<file path="src/rtl/hlt_pkg.sv">
package hlt_pkg;

  typedef struct packed {
    logic is625;
    logic comp;
  } vmode_t;

  function automatic int line_len(vmode_t m, logic extra,
                                  int l525c, int l625c, int l525x, int l625x);
    int base;
    if (m.comp) base = m.is625 ? l625c : l525c;
    else        base = m.is625 ? l625x : l525x;
    return base + (extra ? 1 : 0);
  endfunction

  function automatic int max_len(int l525c, int l625c, int l525x, int l625x);
    int m;
    m = l525c;
    if (l625c > m)     m = l625c;
    if (l525x + 1 > m) m = l525x + 1;
    if (l625x + 1 > m) m = l625x + 1;
    return m;
  endfunction

  function automatic int frame_lines(vmode_t m, int n525, int n625);
    return m.is625 ? n625 : n525;
  endfunction

  function automatic logic acc_carry(int acc, int step, int modn);
    return (acc + step) >= modn;
  endfunction

  function automatic int acc_next(int acc, int step, int modn);
    return ((acc + step) >= modn) ? (acc + step - modn) : (acc + step);
  endfunction

endpackage

</file>
<file path="src/rtl/hlt_pix_div.sv">
module hlt_pix_div (
  input  logic clk,
  input  logic rst_n,
  input  logic clear_i,
  output logic ce_o
);
  logic phase_q;

  always_ff @(posedge clk or negedge rst_n) begin
    if (!rst_n)       phase_q <= 1'b0;
    else if (clear_i) phase_q <= 1'b0;
    else              phase_q <= ~phase_q;
  end

  assign ce_o = phase_q;
endmodule

</file>
<file path="src/rtl/hlt_mode_reg.sv">
module hlt_mode_reg
  import hlt_pkg::*;
(
  input  logic   clk,
  input  logic   rst_n,
  input  logic   load_i,
  input  logic   is625_i,
  input  logic   comp_i,
  output vmode_t mode_o
);
  vmode_t mode_q;

  always_ff @(posedge clk or negedge rst_n) begin
    if (!rst_n)      mode_q <= '{is625: 1'b0, comp: 1'b1};
    else if (load_i) mode_q <= '{is625: is625_i, comp: comp_i};
  end

  assign mode_o = mode_q;
endmodule

</file>
<file path="src/rtl/hlt_frac.sv">
module hlt_frac
  import hlt_pkg::*;
#(
  parameter int AW   = 10,
  parameter int STEP = 4,
  parameter int MODN = 625
) (
  input  logic   clk,
  input  logic   rst_n,
  input  logic   line_end_i,
  input  logic   frame_wrap_i,
  input  vmode_t mode_i,
  output logic   stretch_o
);
  logic          alt_q;
  logic [AW-1:0] acc_q;
  logic          cpst625, cpst525, carry;

  assign cpst625 =  mode_i.is625 & ~mode_i.comp;
  assign cpst525 = ~mode_i.is625 & ~mode_i.comp;
  assign carry   = acc_carry(int'(acc_q), STEP, MODN);

  assign stretch_o = (cpst625 & carry) | (cpst525 & alt_q);

  always_ff @(posedge clk or negedge rst_n) begin
    if (!rst_n) begin
      alt_q <= 1'b0;
      acc_q <= '0;
    end else if (line_end_i) begin
      alt_q <= ~alt_q;
      if (frame_wrap_i) acc_q <= '0;
      else if (cpst625) acc_q <= AW'(acc_next(int'(acc_q), STEP, MODN));
    end
  end
endmodule

</file>
<file path="src/rtl/hlt_hcount.sv">
module hlt_hcount #(
  parameter int CW = 11
) (
  input  logic          clk,
  input  logic          rst_n,
  input  logic          ce_i,
  input  logic          resync_i,
  input  logic [CW-1:0] len_i,
  output logic [CW-1:0] count_o,
  output logic          line_end_o
);
  logic [CW-1:0] count_q;

  assign line_end_o = ce_i & ~resync_i & (count_q >= (len_i - CW'(1)));

  always_ff @(posedge clk or negedge rst_n) begin
    if (!rst_n)          count_q <= '0;
    else if (resync_i)   count_q <= '0;
    else if (line_end_o) count_q <= '0;
    else if (ce_i)       count_q <= count_q + CW'(1);
  end

  assign count_o = count_q;
endmodule

</file>
<file path="src/rtl/hline_timer.sv">
module hline_timer
  import hlt_pkg::*;
#(
  parameter int L525_COMP  = 1144,
  parameter int L625_COMP  = 1152,
  parameter int L525_CPST  = 1137,
  parameter int L625_CPST  = 1135,
  parameter int LINES_525  = 525,
  parameter int LINES_625  = 625,
  parameter int STRETCHES  = 4,
  localparam int MAXLEN    = max_len(L525_COMP, L625_COMP, L525_CPST, L625_CPST),
  localparam int CW        = $clog2(MAXLEN + 1),
  localparam int VW        = $clog2((LINES_625 > LINES_525) ? LINES_625 : LINES_525),
  localparam int AW        = $clog2(LINES_625)
) (
  input  logic          clk,
  input  logic          rst_n,
  input  logic          std625_i,
  input  logic          comp_i,
  input  logic          field_latch_i,
  input  logic          hsync_n_i,
  output logic          pix_ce_o,
  output logic [CW-1:0] hcount_o,
  output logic          line_start_o,
  output logic [VW-1:0] vcount_o
);
  // named internal events, observed by the bound checker
  logic          hs_q1, hs_q2;
  logic          resync;
  logic          pix_ce;
  logic          line_end;
  logic          frame_wrap;
  logic          stretch;
  vmode_t        act_mode;
  logic [CW-1:0] cur_len;
  logic [CW-1:0] hcount;
  logic [VW-1:0] vcount_q;
  logic [VW-1:0] frame_len;

  // sync edge detect from two registered samples
  always_ff @(posedge clk or negedge rst_n) begin
    if (!rst_n) begin
      hs_q1 <= 1'b1;
      hs_q2 <= 1'b1;
    end else begin
      hs_q1 <= hsync_n_i;
      hs_q2 <= hs_q1;
    end
  end
  assign resync = hs_q2 & ~hs_q1;

  hlt_mode_reg u_mode (
    .clk     (clk),
    .rst_n   (rst_n),
    .load_i  (field_latch_i),
    .is625_i (std625_i),
    .comp_i  (comp_i),
    .mode_o  (act_mode)
  );

  hlt_pix_div u_div (
    .clk     (clk),
    .rst_n   (rst_n),
    .clear_i (resync),
    .ce_o    (pix_ce)
  );

  hlt_frac #(.AW(AW), .STEP(STRETCHES), .MODN(LINES_625)) u_frac (
    .clk          (clk),
    .rst_n        (rst_n),
    .line_end_i   (line_end),
    .frame_wrap_i (frame_wrap),
    .mode_i       (act_mode),
    .stretch_o    (stretch)
  );

  assign cur_len = CW'(line_len(act_mode, stretch,
                                L525_COMP, L625_COMP, L525_CPST, L625_CPST));

  hlt_hcount #(.CW(CW)) u_hcnt (
    .clk        (clk),
    .rst_n      (rst_n),
    .ce_i       (pix_ce),
    .resync_i   (resync),
    .len_i      (cur_len),
    .count_o    (hcount),
    .line_end_o (line_end)
  );

  assign frame_len  = VW'(frame_lines(act_mode, LINES_525, LINES_625));
  assign frame_wrap = line_end & (vcount_q >= (frame_len - VW'(1)));

  always_ff @(posedge clk or negedge rst_n) begin
    if (!rst_n)          vcount_q <= '0;
    else if (frame_wrap) vcount_q <= '0;
    else if (line_end)   vcount_q <= vcount_q + VW'(1);
  end

  assign pix_ce_o     = pix_ce;
  assign hcount_o     = hcount;
  assign line_start_o = (hcount == '0);
  assign vcount_o     = vcount_q;
endmodule

</file>
<file path="config.mk">
export PLATFORM = sky130hd
export DESIGN_NAME = hline_timer
export DESIGN_NICKNAME = d
export VERILOG_FILES = /design/src/rtl/hlt_pkg.sv /design/src/rtl/hlt_pix_div.sv /design/src/rtl/hlt_mode_reg.sv /design/src/rtl/hlt_frac.sv /design/src/rtl/hlt_hcount.sv /design/src/rtl/hline_timer.sv
export SDC_FILE = /design/constraint.sdc
export NUM_CORES = 1
export LEC_CHECK = 0
export ABC_AREA = 1
export BUFFER_PORTS_ARGS = -buffer_cell sky130_fd_sc_hd__buf_2
export CAP_MARGIN = 40
export CORE_ASPECT_RATIO = 1.4
export CORE_MARGIN = 2
export CORE_UTILIZATION = 50
export DETAILED_ROUTE_END_ITERATION = 10
export GPL_TIMING_DRIVEN = 1
export HOLD_SLACK_MARGIN = 0.15
export PLACE_DENSITY_LB_ADDON = 0.08
export SLEW_MARGIN = 20
export SYNTH_ARGS = -nofsm -noshare
export SYNTH_HDL_FRONTEND = slang
export SYNTH_HIERARCHICAL = 1
export SYNTH_SLANG_ARGS = --single-unit
</file>
<file path="constraint.sdc">
create_clock -name clk -period 6.5 [get_ports clk]
set_input_delay 0.65 -clock clk [delete_from_list [all_inputs] [get_ports clk]]
set_output_delay 0.65 -clock clk [all_outputs]
set_load 0.005 [all_outputs]
</file>
==> summary.txt, run 1 <==
Outcome
  • Status: completed

STA
  • Endpoints failing hold: 0
  • Slew HR: about half
  • Fmax: 0.177 GHz
  • Setup TNS: 0 ns
  • Skew final: around 0.013 ns
  • RSZ-0062 raised after global routing: false
  • Crit path time final: about 5.7 ns
  • Final-report max-slew violation count: 0
  • Worst-margin pin slew: between 0.7 and 0.8 ns
  • Post-route clock period utilization: 87.0%
  • Final Setup Violations: 0

Synthesis
  • Post-synthesis mux area share: 0%
  • Mapped cell area: 3140 um^2
  • Xor and xnor fraction of the mapped netlist area: under 10%
  • Synth unique cells: 35
  • YS warnings: 6
  • Post-Synth Simple-Gate Area: between 30% and 40%
  • Yosys reg bits: 37
  • Post-Synth Adder-Cell Area: between 10% and 20%
  • Compound-Gate Fraction of Synth Area: between 4 and 5%
  • Mapped Cells: between 400 and 500
  • Sequential share of the synthesized area: between 20% and 30%
  • Main combinational cell family by area after synthesis: simple AND/OR/NAND/NOR gates
  • Syn Area/Cell: about 7.0 um^2

Route
  • Wire per inst: ~12 um
  • Vias per cell: ~5.0
  • Final ANT Viol Nets: 0
  • Total wire length: approximately 6.8 mm
  • First drt pass iteration count: 4
  • Drc violations: 0
  • Vias after detailed routing: about 2800
  • Detailed Route Iter0 Violations: around 120

Global routing
  • Tot GR Track Use: 21.3%
  • First-pass GRT wire length: approximately 12 mm
  • Number of global-route vias before repair: 2793
  • Initial antenna violation count: 0
  • Largest net degree at the start of global routing: 32
  • Grt ovf: 0

Final layout
  • Register area: between 900 and 1000 um^2
  • Share of layout cells above drive strength 1: 16.5%
  • Nets: 516
  • Area of the multi-input gates: slightly below 2000 um^2
  • Commonest non-fill, non-tap cell in the layout: nand2_1
  • # diodes: 0
  • Utilization after layout: around 57%
  • Number of fill cells in the layout: about 640
  • Most frequent cells in the layout: 137 x nand2_1, 61 x inv_1, 44 x nor2_1
  • P&R area growth vs syn: 11.1%

CTS
  • Hold buffers post-CTS: 0
  • CTS tree: done
  • # H-tree levels: 2
  • Max Root-Sink Buffers: 2
  • CTS root buf: clkbuf_8
  • CTS sink count: 37
  • Post-CTS Setup Bufs: 0
  • CTS Buf Count: 5
  • Clock Latency Late Sink: just under 0.3 ns
  • Clock-pin slew on the worst setup and hold paths: about 0.080 ns
  • Resized cells post-CTS: 0

Setup path
  • Slowest stage delay, CP: 0.49 ns
  • CP dominant cell by count: nand2_1
  • Endpoint class of the critical path: register
  • Worst setup SP type: register
  • Worst path slowest cell: dfrtp_1
  • Worst setup path category: reg2reg
  • Worst Path Arrival: ~6 ns
  • Crit-path max FO: 16
  • Crit path required time: between 6 and 7 ns

Power and ir drop
  • Pwr Total: 0.664 mW
  • Max VDD drop: 0.000109 V
  • Power Density: ~190 nW/um^2
  • Leak: ~1.9 nW

Floorplanning
  • Core region area: 6130 um^2
  • Horiz. Die Dim: 71.0 um
  • Die area: slightly below 7000 um^2
  • Chip height: a little under 100 um
  • Initial core utilization: about half
  • Site row count: 34
  • IO Count: 29

Placement
  • Final RePlAce weighted congestion: 0.862
  • PortBufs: 28
  • Dpl hpwl: 5.26 mm

Hold path
  • HP Class: in2async

Run
  • Max-cap violations: 0
worst max-delay path: cells and delay by family (launching register included):
family,cells,cell delay (ns)
AOI/OAI and AO/OA,3,0.39
adders and majority gates,4,0.97
buffers and inverters,8,0.69
and+or+nand+nor,22,2.88
xor gates and xnor gates,1,0.17
DFF,1,0.49
synthesized netlist by cell type, drive strengths merged:
master,number,area (um^2)
and3,1,6.26
inv,66,248
nand3b,2,15.0
xnor2,8,70.1
nor2,52,230
nor3,7,45.0
and2,1,6.26
buf,3,37.5
xor2,14,123
nand3,45,265
nand4,11,68.8
nand2,148,588
or2,1,6.26
conb,2,7.51
dfrtp,34,851
o21bai,1,7.51
ha,27,338
nor4,2,12.5
clkbuf,1,3.75
dfstp,3,78.8
a21oi,8,70.1
o2111ai,2,17.5
o21ai,7,42.5
state kept, by name, indices dropped and copies added (netlist names):
signal          count
hs_q1               1
hs_q2               1
u_div/ce_o          1
u_frac/acc_q       10
u_frac/alt_q        1
u_hcnt/count_o     11
u_mode/mode_o       2
vcount_o           10
metal layers:
| layer | global-route usage (%) | vias to the layer above | wire length [um] |
|---|---|---|---|
| met2 | 40.1 | 46 | 3630 |
| met4 | 6.53 | 0 | 90 |
| met5 | 0 | - | 0 |
| met3 | 2.27 | 9 | 197 |
| met1 | 24.8 | 1268 | 2870 |
| li1 | - | 1469 | - |
report_power, final:
group          total, mW  leakage, nW  switching (mW)  internal (mW)
sequential         0.274        0.473          0.0268          0.247
clock              0.208       0.0585          0.0827          0.125
combinational      0.182         1.41           0.108         0.0734
total              0.664         1.94           0.218          0.446
final cells by class:
cell class / instances / area share [%]
timing repair buffer: 30 / 4.81
tap: 72 / 2.58
multi-input combinational: 343 / 55.5
sequential: 37 / 26.7
clock buffer: 7 / 2.48
inverter: 66 / 7.11
clock inverter: 1 / 0.861
logic make-up after synthesis:
kind of cell	Yosys count
AND/OR/NAND/NOR	270
buffers and inverters	70
flip-flops	37
adder cells (fa/ha/maj)	27
XOR/XNOR	22
AO/OA/AOI/OAI	18
other	2
path summary, 6_finish.rpt:
path,startpoint,end,slack (ns),depth (start not counted)
worst max-delay path,u_frac/acc_q[2],u_frac/acc_q[0],0.85,38
worst min-delay path,rst_n,vcount_o[9],0.20,1
worst max register to register,u_frac/acc_q[2],u_frac/acc_q[0],0.85,38
worst min register to register,hs_q1,hs_q2,0.37,0
max in group asynchronous,rst_n,hs_q2,5.82,2
min in group clk,hs_q1,hs_q2,0.37,0
stage by stage:
| stage | setup slack [ns] | hold WS (ns) | instances | cell area, um^2 |
|---|---|---|---|---|
| 2_1_floorplan | 1.43 | 0.354 | 450 | 3150 |
| 5_1_grt | 0.126 | 0.193 | 556 | 3490 |
| 4_1_cts | 0.818 | 0.199 | 555 | 3480 |
| 3_3_place_gp | 0.990 | 0.357 | 546 | 3340 |
| 3_5_place_dp | 0.841 | 0.357 | 547 | 3360 |
| 6_report | 0.847 | 0.204 | 556 | 3490 |
No activity file was read; power rests on OpenSTA's default activity.
==> run 2: changes to the inputs <==
--- a/config.mk
+++ b/config.mk
@@ -10,7 +10,7 @@
 export CAP_MARGIN = 40
 export CORE_ASPECT_RATIO = 1.4
 export CORE_MARGIN = 2
-export CORE_UTILIZATION = 50
+export CORE_UTILIZATION = 60
 export DETAILED_ROUTE_END_ITERATION = 10
 export GPL_TIMING_DRIVEN = 1
 export HOLD_SLACK_MARGIN = 0.15
==> run 2 against run 1 <==
Effect of this change: worst setup slack lost 0.037 ns; sequential share of layout area increased by 0.12 points; core utilization up 11 points; clock skew fell by 0.0070 ns; via count is 1.6% higher; design area fell by 0.43%; combinational power about the same; global-route usage rose by 3.4 points; cell count down 1.3%; total power increased by 0.63%; sequential power hardly changed; wire length down 1.9%; critical endpoint unchanged; largest cell class unchanged.
==> summary.txt, run 2 (synthesis gave the netlist of run 1 again) <==
Setup path
  • Worst Path Arrival: 5.87 ns (was 5.88 ns)
  • Worst path slowest cell: nor3_2 (was dfrtp_1)
  • Crit-path max FO: 16 (unchanged)
  • R2r startpoint: u_frac/acc_q[2] (unchanged)
  • Crit path required time: 6.68 ns (was 6.73 ns)
  • Endpoint class of the critical path: register (unchanged)
  • R2R Path End: u_frac/acc_q[0] (unchanged)
  • Worst setup path category: reg2reg (unchanged)
  • Worst setup SP type: register (unchanged)
  • R2R setup slack: 0.81 ns (was 0.85 ns)
  • Worst reg2reg path depth: 39 (was 38)
  • Slowest stage delay, CP: 0.50 ns (was 0.49 ns)
  • CP dominant cell by count: nand2_1 (unchanged)

STA
  • Post-route clock period utilization: 87.5% (was 87.0%)
  • Final Setup Violations: 0 (unchanged)
  • Endpoints failing hold: 0 (unchanged)
  • Setup TNS: 0 ns (unchanged)
  • Final-report max-slew violation count: 0 (unchanged)
  • Slew HR: 45.7% (was 48.2%)
  • RSZ-0062 raised after global routing: false (unchanged)
  • Hold Slack: 0.193 ns (was 0.204 ns)
  • Skew final: 0.00588 ns (was 0.0129 ns)
  • Crit path time final: 5.69 ns (was 5.65 ns)
  • Fmax: 0.176 GHz (was 0.177 GHz)
  • Worst-margin pin slew: 0.811 ns (was 0.774 ns)

Placement
  • Final RePlAce weighted congestion: 0.856 (was 0.862)
  • Dpl hpwl: 5.09 mm (was 5.26 mm)
  • PortBufs: 28 (unchanged)
  • Placement Cell Area: 3330 um^2 (was 3360 um^2)

Route
  • Vias after detailed routing: 2838 (was 2792)
  • Vias per cell: 5.17 (was 5.02)
  • Final ANT Viol Nets: 0 (unchanged)
  • Total wire length: 6.65 mm (was 6.78 mm)
  • Detailed Route Iter0 Violations: 139 (was 116)
  • Wire per inst: 12.1 um (was 12.2 um)
  • Drc violations: 0 (unchanged)
  • First drt pass iteration count: 4 (unchanged)

CTS
  • Clock Latency Late Sink: 0.29 ns (about the same)
  • Resized cells post-CTS: 0 (unchanged)
  • CTS Buf Count: 5 (unchanged)
  • Hold buffers post-CTS: 0 (unchanged)
  • Clock-pin slew on the worst setup and hold paths: 0.08 ns (about the same)
  • Max Root-Sink Buffers: 2 (unchanged)
  • CTS sink count: 37 (unchanged)
  • CTS root buf: clkbuf_8 (unchanged)
  • # H-tree levels: 2 (unchanged)
  • CTS tree: done (unchanged)
  • Post-CTS Setup Bufs: 0 (unchanged)

Final layout
  • Most frequent cells in the layout: 137 x nand2_1, 61 x inv_1, 44 x nor2_1 (unchanged)
  • Nets: 515 (was 516)
  • Number of flip-flops under the largest register name: 11 (unchanged)
  • Commonest non-fill, non-tap cell in the layout: nand2_1 (unchanged)
  • # diodes: 0 (unchanged)
  • Share of layout cells above drive strength 1: 16.4% (was 16.5%)
  • P&R area growth vs syn: 10.6% (was 11.1%)
  • Fin area: 3470 um^2 (was 3490 um^2)

Power and ir drop
  • Leak: 1.94 nW (about the same)
  • Max VDD drop: 0.000123 V (was 0.000109 V)
  • Power Density: 192 nW/um^2 (was 190 nW/um^2)

Floorplanning
  • Site row count: 31 (was 34)
  • Horiz. Die Dim: 65.1 um (was 71.0 um)
  • Initial core utilization: 61.3% (was 51.2%)
  • IO Count: 29 (unchanged)
  • Die area: 5830 um^2 (was 6930 um^2)
  • Core region area: 5120 um^2 (was 6130 um^2)
  • Chip height: 89.6 um (was 97.7 um)

Global routing
  • Grt ovf: 0 (unchanged)
  • Initial antenna violation count: 0 (unchanged)
  • Number of global-route vias before repair: 2566 (was 2793)
  • Largest net degree at the start of global routing: 38 (was 32)
  • First-pass GRT wire length: 11.2 mm (was 12.1 mm)
  • Tot GR Track Use: 24.7% (was 21.3%)

Hold path
  • HP Class: in2async (unchanged)

Run
  • Max-cap violations: 0 (unchanged)

Outcome
  • Status: completed (unchanged)
-- run 2: cell types whose count changed in the layout (fill, tap and decap cells not counted) --
cell	delta
buf_4	-1
-- run 2: final cells by class --
type | count | area, um^2
multi-input combinational | 343 | 1930
inverter | 66 | 248
timing repair buffer | 29 | 160
sequential | 37 | 930
clock buffer | 7 | 86.3
fill | 461 | 1650
clock inverter | 1 | 30.0
tap | 66 | 82.6
-- run 2: layer usage --
| metal | part of all wire, % | wire length (um) | track usage [%] | vias to the layer above |
|---|---|---|---|---|
| met3 | 3.2 | 214 | 3.12 | 9 |
| li1 | - | - | - | 1471 |
| met2 | 54 | 3590 | 48.5 | 57 |
| met5 | 0 | 0 | 0 | - |
| met1 | 41 | 2750 | 27.5 | 1301 |
| met4 | 1.5 | 99 | 8.14 | 0 |
-- run 2: through the flow --
step	utilization [%]	std cells	total power, mW	setup WS [ns]
3_5_place_dp	65.1	540	0.458	0.796
5_1_grt	67.8	549	0.712	0.207
6_report	67.8	549	0.668	0.810
3_3_place_gp	65.1	540	0.453	1.03
2_1_floorplan	-	450	0.408	1.43
4_1_cts	67.4	548	0.670	0.797
-- run 2: report_power, final --
part | internal, mW | leakage (nW) | switching [mW]
Combinational | 0.0727 | 1.41 | 0.108
Clock | 0.125 | 0.0585 | 0.0874
Sequential | 0.247 | 0.473 | 0.0271
Total | 0.445 | 1.94 | 0.223
-- run 2: worst max-delay path by stage --
| stage | start | to | slack (ns) | depth (start not counted) |
|---|---|---|---|---|
| 2_1_floorplan | u_frac/acc_q[2] | u_frac/acc_q[0] | 1.43 | 41 |
| 3_3_place_gp | u_frac/acc_q[2] | u_frac/acc_q[1] | 1.03 | 38 |
| 3_5_place_dp | u_frac/acc_q[2] | u_frac/acc_q[1] | 0.80 | 39 |
| 4_1_cts | u_frac/acc_q[2] | u_frac/acc_q[1] | 0.80 | 38 |
| 5_1_grt | u_frac/acc_q[2] | u_frac/acc_q[1] | 0.21 | 37 |
| 6_report | u_frac/acc_q[2] | u_frac/acc_q[0] | 0.81 | 39 |
-- run 2: worst max-delay path, delay by kind of cell (launching register included) --
| family | cells | cell delay [ns] |
|---|---|---|
| AOI/OAI and AO/OA | 3 | 0.58 |
| and+or+nand+nor | 21 | 2.36 |
| adders and majority gates | 5 | 1.21 |
| DFF | 1 | 0.47 |
| xor gates and xnor gates | 1 | 0.10 |
| buffers and inverters | 9 | 0.81 |
==> run 3: changes to the inputs <==
--- a/config.mk
+++ b/config.mk
@@ -10,7 +10,7 @@
 export CAP_MARGIN = 40
 export CORE_ASPECT_RATIO = 1.4
 export CORE_MARGIN = 2
-export CORE_UTILIZATION = 60
+export CORE_UTILIZATION = 47
 export DETAILED_ROUTE_END_ITERATION = 10
 export GPL_TIMING_DRIVEN = 1
 export HOLD_SLACK_MARGIN = 0.15
==> run 3 against run 2 <==
Effect of this change: worst setup slack gained 0.030 ns; combinational power barely moved; total power shrank 1.2%; core utilization down 14 points; non-clock buffer count unchanged; first-iteration DRC count down 33%; register-to-register slack improved by 0.03 ns; maximum frequency grew 0.53%; clock skew shrank 0.0011 ns; critical path depth did not move; critical path type unchanged.
==> summary.txt, run 3 (synthesis gave the netlist of run 1 again) <==
Floorplanning
  • Initial core utilization: 48.1% (was 61.3%)
  • IO Count: 29 (unchanged)
  • Site row count: 35 (was 31)
  • Core region area: 6530 um^2 (was 5120 um^2)
  • Chip height: 101 um (was 89.6 um)
  • Die area: 7360 um^2 (was 5830 um^2)
  • Horiz. Die Dim: 73.1 um (was 65.1 um)

Route
  • Vias per cell: 5.09 (was 5.17)
  • Final ANT Viol Nets: 0 (unchanged)
  • Wire per inst: 12.0 um (was 12.1 um)
  • Total wire length: 6.70 mm (was 6.65 mm)
  • Drc violations: 0 (unchanged)
  • Vias after detailed routing: 2833 (was 2838)
  • First drt pass iteration count: 4 (unchanged)
  • Detailed Route Iter0 Violations: 93 (was 139)

Power and ir drop
  • Max VDD drop: 0.0000953 V (was 0.000123 V)
  • Power Density: 190 nW/um^2 (was 192 nW/um^2)
  • Leak: 1.94 nW (unchanged)

CTS
  • CTS root buf: clkbuf_8 (unchanged)
  • Clock-pin slew on the worst setup and hold paths: 0.07 ns (was 0.08 ns)
  • Clock Latency Late Sink: 0.29 ns (about the same)
  • Max Root-Sink Buffers: 2 (unchanged)
  • CTS Buf Count: 5 (unchanged)
  • CTS sink count: 37 (unchanged)
  • # H-tree levels: 2 (unchanged)
  • Hold buffers post-CTS: 0 (unchanged)
  • Resized cells post-CTS: 0 (unchanged)
  • Post-CTS Setup Bufs: 0 (unchanged)
  • CTS tree: done (unchanged)

Final layout
  • Commonest non-fill, non-tap cell in the layout: nand2_1 (unchanged)
  • Fin area: 3480 um^2 (was 3470 um^2)
  • Number of flip-flops under the largest register name: 11 (unchanged)
  • Nets: 515 (unchanged)
  • Share of layout cells above drive strength 1: 16.4% (unchanged)
  • # diodes: 0 (unchanged)
  • P&R area growth vs syn: 10.9% (was 10.6%)
  • Most frequent cells in the layout: 137 x nand2_1, 61 x inv_1, 44 x nor2_1 (unchanged)

Setup path
  • Worst path slowest cell: nor3_2 (unchanged)
  • Crit path required time: 6.67 ns (was 6.68 ns)
  • Worst reg2reg path depth: 39 (unchanged)
  • Largest delay share family, worst path: simple AND/OR/NAND/NOR gates (unchanged)
  • Worst setup path category: reg2reg (unchanged)
  • R2r startpoint: u_frac/acc_q[2] (unchanged)
  • R2R Path End: u_frac/acc_q[0] (unchanged)
  • R2R setup slack: 0.84 ns (was 0.81 ns)
  • Crit-path max FO: 16 (unchanged)
  • CP Buf/Inv Count: 9 (unchanged)
  • Worst setup SP type: register (unchanged)
  • CP dominant cell by count: nand2_1 (unchanged)
  • Endpoint class of the critical path: register (unchanged)
  • Slowest stage delay, CP: 0.49 ns (was 0.50 ns)
  • Worst Path Arrival: 5.83 ns (was 5.87 ns)

Placement
  • Final RePlAce weighted congestion: 0.827 (was 0.856)
  • Dpl hpwl: 5.25 mm (was 5.09 mm)
  • Placement Cell Area: 3360 um^2 (was 3330 um^2)
  • PortBufs: 28 (unchanged)

Global routing
  • First-pass GRT wire length: 11.9 mm (was 11.2 mm)
  • Initial antenna violation count: 0 (unchanged)
  • Met1 Resource Use GR: 23.8% (was 27.5%)
  • Number of global-route vias before repair: 2712 (was 2566)
  • Met2 Usage GRT: 36.7% (was 48.5%)
  • Grt ovf: 0 (unchanged)
  • Grt met3 use: 2.60% (was 3.12%)
  • GR peak layer: met2 (unchanged)
  • Largest net degree at the start of global routing: 31 (was 38)
  • Tot GR Track Use: 20.4% (was 24.7%)

Run
  • Max-cap violations: 0 (unchanged)

STA
  • Slew HR: 45.1% (was 45.7%)
  • Final-report max-slew violation count: 0 (unchanged)
  • Endpoints failing hold: 0 (unchanged)
  • RSZ-0062 raised after global routing: false (unchanged)
  • Skew final: 0.00478 ns (was 0.00588 ns)
  • Crit path time final: 5.66 ns (was 5.69 ns)
  • Hold Slack: 0.207 ns (was 0.193 ns)
  • Post-route clock period utilization: 87.1% (was 87.5%)
  • Fmax: 0.177 GHz (was 0.176 GHz)
  • Setup TNS: 0 ns (unchanged)
  • Final Setup Violations: 0 (unchanged)
  • Worst-margin pin slew: 0.820 ns (was 0.811 ns)

Hold path
  • HP Class: in2async (unchanged)

Outcome
  • Status: completed (unchanged)
[run 3: cell counts in the layout (fill, tap and decap cells not counted)]
No cell type changed its count.
[run 3: cell type report]
class / count / area, um^2
inverter: 66 / 248
multi-input combinational: 343 / 1930
clock inverter: 1 / 30.0
fill: 652 / 3040
clock buffer: 7 / 86.3
timing repair buffer: 29 / 160
sequential: 37 / 930
tap: 74 / 92.6
[run 3: worst reg2reg max path, delay by kind of cell, from the launching register on]
kind / cells / cell delay [ns]
buf+inv: 9 / 0.81
xor+xnor: 1 / 0.09
fa+ha+maj: 5 / 1.23
compound gates: 3 / 0.58
simple gates: 21 / 2.38
flops: 1 / 0.47
[run 3: worst max path at each step]
stage / startpoint / endpoint / slack (ns) / cells after the start
detailed placement: u_frac/acc_q[2] / u_frac/acc_q[0] / 0.84 / 37
finish: u_frac/acc_q[2] / u_frac/acc_q[0] / 0.84 / 39
CTS: u_frac/acc_q[2] / u_frac/acc_q[0] / 0.80 / 37
floorplan: u_frac/acc_q[2] / u_frac/acc_q[0] / 1.43 / 41
global placement: u_frac/acc_q[2] / u_frac/acc_q[1] / 1.00 / 38
global route: u_frac/acc_q[2] / u_frac/acc_q[0] / 0.06 / 38
[run 3: layer usage]
layer / share of wire [%] / up-vias
li1: - / 1470
met1: 43 / 1306
met2: 52 / 45
met3: 2.6 / 12
met4: 2.4 / 0
met5: 0 / -
[run 3: power by group]
group          internal [mW]  switching, mW  total, mW
combinational         0.0717          0.106      0.178
clock                  0.125         0.0829      0.208
sequential             0.247         0.0265      0.274
total                  0.444          0.216      0.660
[run 3: stage by stage]
step | cells | utilization [%] | power [mW] | setup WS (ns)
after global routing | 557 | 53.3 | 0.712 | 0.0620
final | 557 | 53.3 | 0.660 | 0.840
after global placement | 548 | 51.3 | 0.453 | 1.00
after detailed placement | 549 | 51.6 | 0.460 | 0.840
after CTS | 557 | 53.3 | 0.671 | 0.801
after floorplan | 450 | - | 0.408 | 1.43
